===== config.mk =====
export PLATFORM = sky130hd
export DESIGN_NAME = cfg_image_loader
export DESIGN_NICKNAME = d
export VERILOG_FILES = /design/src/rtl/cfg_ldr_pkg.sv /design/src/rtl/cfg_ldr_crc16.sv /design/src/rtl/cfg_ldr_word_asm.sv /design/src/rtl/cfg_ldr_walker.sv /design/src/rtl/cfg_image_loader.sv
export SDC_FILE = /design/constraint.sdc
export NUM_CORES = 1
export LEC_CHECK = 0
export BUFFER_PORTS_ARGS = -buffer_cell sky130_fd_sc_hd__buf_2
export CAP_MARGIN = 30
export CORE_UTILIZATION = 43
export DETAILED_ROUTE_END_ITERATION = 12
export PLACE_DENSITY_LB_ADDON = 0.12
export SETUP_SLACK_MARGIN = 0.5
export SLEW_MARGIN = 30
export SYNTH_ARGS = -nofsm -noshare
export SYNTH_HDL_FRONTEND = slang
export SYNTH_HIERARCHICAL = 1
export SYNTH_SLANG_ARGS = --single-unit

===== constraint.sdc =====
create_clock -name clk -period 7.7 [get_ports clk]
set_clock_uncertainty 0.2 [all_clocks]
set_input_delay 1.54 -clock clk [delete_from_list [all_inputs] [get_ports clk]]
set_output_delay 1.54 -clock clk [all_outputs]
set_load 0.005 [all_outputs]

===== src/rtl/cfg_ldr_pkg.sv =====
package cfg_ldr_pkg;

    localparam int BYTE_W     = 8;
    localparam int ADDR_W     = 22;
    localparam int BUS_ADDR_W = 24;
    localparam int DATA_W     = 32;
    localparam int WCNT_W     = 10;
    localparam int BCNT_W     = 16;
    localparam int CRC_W      = 16;

    localparam logic [BYTE_W-1:0] VER_MARK  = 8'hAA;
    localparam logic [CRC_W-1:0]  CRC_POLY  = 16'h1021;
    localparam logic [CRC_W-1:0]  CRC_SEED  = 16'hFFFF;

    typedef enum logic [3:0] {
        ST_IDLE,
        ST_VER0,
        ST_VER1,
        ST_CNT0,
        ST_CNT1,
        ST_HDR0,
        ST_HDR1,
        ST_HDR2,
        ST_HDR3,
        ST_DATA,
        ST_WRITE,
        ST_CRC0,
        ST_CRC1,
        ST_DONE,
        ST_ABORT
    } ldr_state_e;

    // Which header field the current byte feeds
    typedef enum logic [2:0] {
        HF_NONE,
        HF_BCNT_LO,
        HF_BCNT_HI,
        HF_WCNT_LO,
        HF_MIXED,
        HF_ADDR_MID,
        HF_ADDR_HI
    } hdr_field_e;

    typedef struct packed {
        logic [BCNT_W-1:0] blocks_left;
        logic [WCNT_W-1:0] words_left;
        logic [ADDR_W-1:0] addr;
    } walk_t;

    // One byte of a CRC-16, MSB first
    function automatic logic [CRC_W-1:0] crc_byte_upd(
        input logic [CRC_W-1:0]  c,
        input logic [BYTE_W-1:0] b,
        input logic [CRC_W-1:0]  poly
    );
        logic [CRC_W-1:0] r;
        r = c ^ {b, {(CRC_W-BYTE_W){1'b0}}};
        for (int i = 0; i < BYTE_W; i++) begin
            r = r[CRC_W-1] ? ((r << 1) ^ poly) : (r << 1);
        end
        return r;
    endfunction

endpackage


===== src/rtl/cfg_ldr_crc16.sv =====
module cfg_ldr_crc16
    import cfg_ldr_pkg::*;
#(
    parameter logic [CRC_W-1:0] POLY = CRC_POLY,
    parameter logic [CRC_W-1:0] SEED = CRC_SEED
) (
    input  logic              clk,
    input  logic              rst,
    input  logic              clear,
    input  logic              en,
    input  logic [BYTE_W-1:0] din,
    output logic [CRC_W-1:0]  crc
);

    always_ff @(posedge clk) begin
        if (rst || clear) begin
            crc <= SEED;
        end else if (en) begin
            crc <= crc_byte_upd(crc, din, POLY);
        end
    end

endmodule


===== src/rtl/cfg_ldr_word_asm.sv =====
module cfg_ldr_word_asm
    import cfg_ldr_pkg::*;
#(
    parameter int WORD_W = DATA_W
) (
    input  logic              clk,
    input  logic              rst,
    input  logic              clear,
    input  logic              take,
    input  logic [BYTE_W-1:0] din,
    input  logic              narrow,
    output logic [WORD_W-1:0] word,
    output logic              narrow_q,
    output logic              word_done
);

    localparam int NBYTES = WORD_W / BYTE_W;
    localparam int IDX_W  = (NBYTES > 1) ? $clog2(NBYTES) : 1;
    localparam logic [IDX_W-1:0] LAST_IDX = IDX_W'(NBYTES - 1);

    logic [IDX_W-1:0] idx;
    logic             first;
    logic             eff_narrow;

    assign first      = (idx == '0);
    assign eff_narrow = first ? narrow : narrow_q;
    assign word_done  = take && (eff_narrow || (idx == LAST_IDX));

    always_ff @(posedge clk) begin
        if (rst || clear) begin
            idx      <= '0;
            word     <= '0;
            narrow_q <= 1'b0;
        end else if (take) begin
            if (first) begin
                // first byte clears upper lanes so an 8-bit write is zero-extended
                word     <= WORD_W'(din);
                narrow_q <= narrow;
            end else begin
                word[idx*BYTE_W +: BYTE_W] <= din;
            end
            idx <= word_done ? '0 : idx + 1'b1;
        end
    end

endmodule


===== src/rtl/cfg_ldr_walker.sv =====
module cfg_ldr_walker
    import cfg_ldr_pkg::*;
(
    input  logic              clk,
    input  logic              rst,
    input  logic              clear,
    input  logic              cap,
    input  hdr_field_e        sel,
    input  logic [BYTE_W-1:0] din,
    input  logic              step,
    output logic [ADDR_W-1:0] addr,
    output logic              last_word,
    output logic              last_block
);

    walk_t w;

    assign addr       = w.addr;
    assign last_word  = (w.words_left == '0);
    assign last_block = (w.blocks_left == '0);

    always_ff @(posedge clk) begin
        if (rst || clear) begin
            w <= '0;
        end else if (cap) begin
            unique case (sel)
                HF_BCNT_LO:  w.blocks_left[7:0]  <= din;
                HF_BCNT_HI:  w.blocks_left[15:8] <= din;
                HF_WCNT_LO:  w.words_left[7:0]   <= din;
                HF_MIXED: begin
                    w.words_left[9:8] <= din[1:0];
                    w.addr[5:0]       <= din[7:2];
                end
                HF_ADDR_MID: w.addr[13:6]  <= din;
                HF_ADDR_HI:  w.addr[21:14] <= din;
                default: ;
            endcase
        end else if (step) begin
            if (!last_word) begin
                w.words_left <= w.words_left - 1'b1;
                w.addr       <= w.addr + 1'b1;
            end else if (!last_block) begin
                w.blocks_left <= w.blocks_left - 1'b1;
            end
        end
    end

endmodule


===== src/rtl/cfg_image_loader.sv =====
module cfg_image_loader
    import cfg_ldr_pkg::*;
(
    input  logic                  clk,
    input  logic                  rst,
    input  logic                  start,
    input  logic                  in_valid,
    input  logic [BYTE_W-1:0]     in_data,
    output logic                  in_ready,
    input  logic                  reg_narrow,
    output logic                  wr_en,
    output logic [BUS_ADDR_W-1:0] wr_addr,
    output logic [DATA_W-1:0]     wr_data,
    output logic                  wr_byte,
    input  logic                  wr_ack,
    output logic                  done,
    output logic                  error,
    output logic                  abort
);

    ldr_state_e        st, st_nx;
    hdr_field_e        sel;
    logic              rdy_st;
    logic              acc;
    logic              cap;
    logic              crc_en;
    logic              take;
    logic              word_done;
    logic              step;
    logic              last_word;
    logic              last_block;
    logic [ADDR_W-1:0] addr;
    logic [CRC_W-1:0]  crc;
    logic [BYTE_W-1:0] crc_lo;
    logic              bad_mark;

    always_comb begin
        unique case (st)
            ST_VER0, ST_VER1, ST_CNT0, ST_CNT1,
            ST_HDR0, ST_HDR1, ST_HDR2, ST_HDR3,
            ST_DATA, ST_CRC0, ST_CRC1: rdy_st = 1'b1;
            default:                   rdy_st = 1'b0;
        endcase
    end

    assign in_ready = rdy_st && !start;
    assign acc      = in_valid && in_ready;
    assign bad_mark = (in_data != VER_MARK);

    always_comb begin
        unique case (st)
            ST_CNT0: sel = HF_BCNT_LO;
            ST_CNT1: sel = HF_BCNT_HI;
            ST_HDR0: sel = HF_WCNT_LO;
            ST_HDR1: sel = HF_MIXED;
            ST_HDR2: sel = HF_ADDR_MID;
            ST_HDR3: sel = HF_ADDR_HI;
            default: sel = HF_NONE;
        endcase
    end

    assign cap    = acc && (sel != HF_NONE);
    assign take   = acc && (st == ST_DATA);
    assign crc_en = acc && (st != ST_CRC0) && (st != ST_CRC1);
    assign step   = (st == ST_WRITE) && wr_ack;

    always_comb begin
        st_nx = st;
        if (start) begin
            st_nx = ST_VER0;
        end else begin
            unique case (st)
                ST_VER0: if (acc) st_nx = bad_mark ? ST_ABORT : ST_VER1;
                ST_VER1: if (acc) st_nx = bad_mark ? ST_ABORT : ST_CNT0;
                ST_CNT0: if (acc) st_nx = ST_CNT1;
                ST_CNT1: if (acc) st_nx = ST_HDR0;
                ST_HDR0: if (acc) st_nx = ST_HDR1;
                ST_HDR1: if (acc) st_nx = ST_HDR2;
                ST_HDR2: if (acc) st_nx = ST_HDR3;
                ST_HDR3: if (acc) st_nx = ST_DATA;
                ST_DATA: if (word_done) st_nx = ST_WRITE;
                ST_WRITE: begin
                    if (wr_ack) begin
                        if (!last_word)      st_nx = ST_DATA;
                        else if (last_block) st_nx = ST_CRC0;
                        else                 st_nx = ST_HDR0;
                    end
                end
                ST_CRC0: if (acc) st_nx = ST_CRC1;
                ST_CRC1: if (acc) st_nx = ST_DONE;
                default: st_nx = st;
            endcase
        end
    end

    always_ff @(posedge clk) begin
        if (rst) begin
            st     <= ST_IDLE;
            crc_lo <= '0;
            done   <= 1'b0;
            error  <= 1'b0;
            abort  <= 1'b0;
        end else begin
            st <= st_nx;
            if (start) begin
                done  <= 1'b0;
                error <= 1'b0;
                abort <= 1'b0;
            end else if (acc) begin
                if ((st == ST_VER0 || st == ST_VER1) && bad_mark) begin
                    abort <= 1'b1;
                end
                if (st == ST_CRC0) begin
                    crc_lo <= in_data;
                end
                if (st == ST_CRC1) begin
                    done  <= 1'b1;
                    error <= ({in_data, crc_lo} != crc);
                end
            end
        end
    end

    cfg_ldr_crc16 i_crc (
        .clk   (clk),
        .rst   (rst),
        .clear (start),
        .en    (crc_en),
        .din   (in_data),
        .crc   (crc)
    );

    cfg_ldr_word_asm #(.WORD_W(DATA_W)) i_asm (
        .clk       (clk),
        .rst       (rst),
        .clear     (start),
        .take      (take),
        .din       (in_data),
        .narrow    (reg_narrow),
        .word      (wr_data),
        .narrow_q  (wr_byte),
        .word_done (word_done)
    );

    cfg_ldr_walker i_walk (
        .clk        (clk),
        .rst        (rst),
        .clear      (start),
        .cap        (cap),
        .sel        (sel),
        .din        (in_data),
        .step       (step),
        .addr       (addr),
        .last_word  (last_word),
        .last_block (last_block)
    );

    assign wr_en   = (st == ST_WRITE);
    assign wr_addr = {{(BUS_ADDR_W-ADDR_W){1'b0}}, addr};

endmodule


==> qor.csv <==
stage;metric;value;unit
drt;DR iter-0 viols;580;
drt;Vias/cell;6.11;
drt;WL/cell;19.0;µm
sta;WHS;0.250;ns
finish;fraction of layout cells with a size suffix above 1;0.164;
power_and_ir_drop;leakage;0.00279;µW
finish;Fill cells;1439;
floorplan;Starting Density;0.441;
clock_network;CTS sink cnt;114;
outcome;status;finished clean;
floorplan;Die Span X;127;µm
synthesis;Async SR Flop Fraction;0;
flow_run;max-cap violations;0;
global_routing;Tot GR Track Use;0.250;
synthesis;mean post-synth cell area;8.29;µm²
clock_network;root buf cell;clkbuf_16;
sta;Final Hold Fails;0;
global_routing;vias in the first global route;5899;
floorplan;# rows;45;
finish;fin nets;858;
sta;unrepaired setup endpoints after global routing;false;
drt;residual DRC count;0;
clock_network;Post-CTS Repair Setup Buffers;0;
synthesis;Yosys cell types;91;
global_routing;grt total ovfl;0;
clock_network;Post-CTS Hold Buffers;0;
placed_design;port bufs;73;
synthesis;Ys Warns;6;
synthesis;post-synthesis sequential area ratio;0.340;
placed_design;DP Wirelength;13200;µm
drt;DRT Pass-1 Iters;5;
critical_path;crit path capture type;flip-flop;
finish;Layout Cells excl Fill;1035;
global_routing;largest net degree at the start of global routing;41;
synthesis;ys flop type;dfxtp_1;
clock_network;H-tree depth;4;
sta;max-slew violation count;0;
clock_network;insertion delay to the later sink of the worst-skew pair;0.42;ns
clock_network;clock buffer depth;2;
clock_network;CTS tree;yes;
finish;Area Overhead vs Synth;12.8;%
global_routing;first-pass GRT wire length;31300;µm
sta;Slew headroom;0.383;
power_and_ir_drop;maximum vdd ir drop;0.166;mV
clock_network;cts repair resizes;0;
clock_network;clk slew on worst S/H paths;0.05;ns
floorplan;die area;16100;µm²
sta;worst-margin pin slew;0.916;ns
finish;diode count;0;
drt;vias;6323;
power_and_ir_drop;PD cells;195;nW/µm²
drt;DRT antenna net count;0;
critical_path;CP max FO;35;
placed_design;GP Congestion;0.845;
drt;routed wire length;19700;µm
sta;crit path time final;4.86;ns
critical_path;Arrival @ worst endpoint;4.97;ns
critical_path;startpoint types;input pin;
floorplan;core area;15200;µm²
global_routing;initial antenna violation count;0;
finish;fin util;0.498;
sta;fin crit share;0.631;
clock_network;Inserted Clock Buffers;17;
sta;final setup violation count;0;
critical_path;Req. time, crit path;7.81;ns
synthesis;cells after synthesis;809;
worst_hold_path;Worst Hold Class;reg2reg;
synthesis;area of the mapped netlist;6710;µm²
sta;setup_tns;0;ns
placed_design;placed insts;1004;
floorplan;IO Pins;76;
sta;Max Freq;206;MHz
critical_path;Crit Path Category;in2reg;
synthesis;EDFF count, synth;0;
synthesis;FF+latch count, synth;114;
floorplan;Die H;127;µm
power_and_ir_drop;total power;1470;µW
layer usage:
metal / share of wire / global-route usage / routed length (µm) / vias up
met4: 0.019 / 0.0987 / 371 / 0
met1: 0.43 / 0.317 / 8500 / 3027
met5: 0 / 0 / 0 / -
li1: - / - / - / 3016
met3: 0.065 / 0.0607 / 1270 / 26
met2: 0.48 / 0.408 / 9540 / 254
flip-flops by register name (all words and copies together) (netlist names):
signal          cells
i_asm/word         32
done                1
crc_lo              8
i_walk/w           26
error               1
i_asm/narrow_q      1
st                  4
i_crc/crc          16
abort               1
i_walk/addr        22
i_asm/idx           2
critical path, cell delays in order:
cell and delay [ns]:
buf_2 0.18, nand2b_2 0.27, nor2_4 0.64, clkinv_1 0.89, o311ai_2 0.47, o21ai_1 0.45
mux2i_1 0.22, a211oi_1 0.28
cells in the mapped netlist, types with 5 or more instances:
master	n	area (µm²)
dfxtp_1	114	2280
nand2_1	76	285
a21oi_1	74	370
nor2_1	61	229
o21ai_0	47	235
nor3_1	34	170
clkbuf_1	28	105
buf_4	26	195
xnor2_1	23	201
nand3_1	22	110
nand4_1	18	113
a22o_1	17	149
inv_1	16	60.1
a31oi_1	15	93.8
nand2b_1	13	81.3
buf_2	11	55.1
a211oi_1	10	75.1
ha_1	9	113
mux2i_1	9	90.1
nor4_1	9	56.3
o211ai_1	8	60.1
o21ai_1	8	40.0
o31ai_1	8	60.1
nor2b_1	7	43.8
o21a_1	7	52.6
a32o_1	6	60.1
and2_1	6	37.5
and3_1	6	37.5
o22ai_1	6	37.5
o32ai_1	6	52.6
or3_1	6	37.5
xnor3_1	5	113
cell usage in the layout (no fill, tap or decap), types with 4 or more instances in the layout:
master	netlist	layout
nand4_1	18	18
xnor3_1	5	5
a32o_1	6	6
a211oi_1	10	10
a31oi_1	15	15
ha_1	9	9
nand3_1	22	22
o31ai_1	8	7
a21oi_1	74	74
buf_2	11	73
nand2_1	76	76
xnor2_2	4	4
clkbuf_16	0	17
buf_4	26	4
nor2b_1	7	7
o21ai_1	8	9
nor2_1	61	60
or4_1	4	4
or3_1	6	6
and2_1	6	6
dfxtp_1	114	114
a22o_1	17	17
or2_2	3	4
o211ai_1	8	8
xnor2_1	23	23
and3_1	6	6
o22ai_1	6	6
clkbuf_8	0	4
o21a_1	7	7
nand2b_1	13	13
nor3_1	34	33
inv_1	16	16
mux2i_1	9	9
nor4_1	9	9
o21ai_0	47	46
xor2_1	4	4
o32ai_1	6	6
worst paths after layout:
| path | from | to | slack, ns | cells after the start |
|---|---|---|---|---|
| setup / recovery | start | i_walk/addr[10] | 2.84 | 8 |
| hold reg to reg | i_asm/word[22] | i_asm/word[22] | 0.25 | 2 |
| setup reg to reg | st[3] | i_walk/addr[10] | 3.17 | 8 |
| hold / removal | i_asm/word[22] | i_asm/word[22] | 0.25 | 2 |
layout make-up:
| type | instances | area [µm²] | share of cell area |
|---|---|---|---|
| clock buffers | 23 | 488 | 0.0645 |
| clock inverters | 8 | 103 | 0.0136 |
| inverters | 17 | 63.8 | 0.00843 |
| multi-input cells | 608 | 4000 | 0.529 |
| flip-flops and latches | 114 | 2280 | 0.302 |
| well taps | 188 | 235 | 0.0311 |
| repair buffers | 77 | 395 | 0.0522 |
report_power, final:
group	leakage (µW)	internal, µW	switching [µW]
Combinational	0.00158	36.6	56.1
Sequential	0.000919	593	6.25
Clock	0.000285	508	275
Total	0.00279	1140	337
through the flow:
step                cell area (µm²)  worst slack (ns)
global placement               6960              2.49
floorplan                      6710              3.97
finish                         7570              2.84
global route                   7570              2.53
detailed placement             6960              2.36
CTS                            7550              2.79
cells by family (layout without fill, tap and decap cells):
family | count (synthesis) | after routing | synth area share
AOI/OAI and AO/OA | 259 | 259 | 0.261
xor gates and xnor gates | 41 | 41 | 0.0804
adders and majority gates | 9 | 9 | 0.0168
buffers and inverters | 88 | 125 | 0.0681
DFF | 114 | 114 | 0.340
muxes | 9 | 9 | 0.0134
other | 1 | 2 | 0.000559
and+or+nand+nor | 288 | 288 | 0.220
Power figures use the tool's default switching activity.
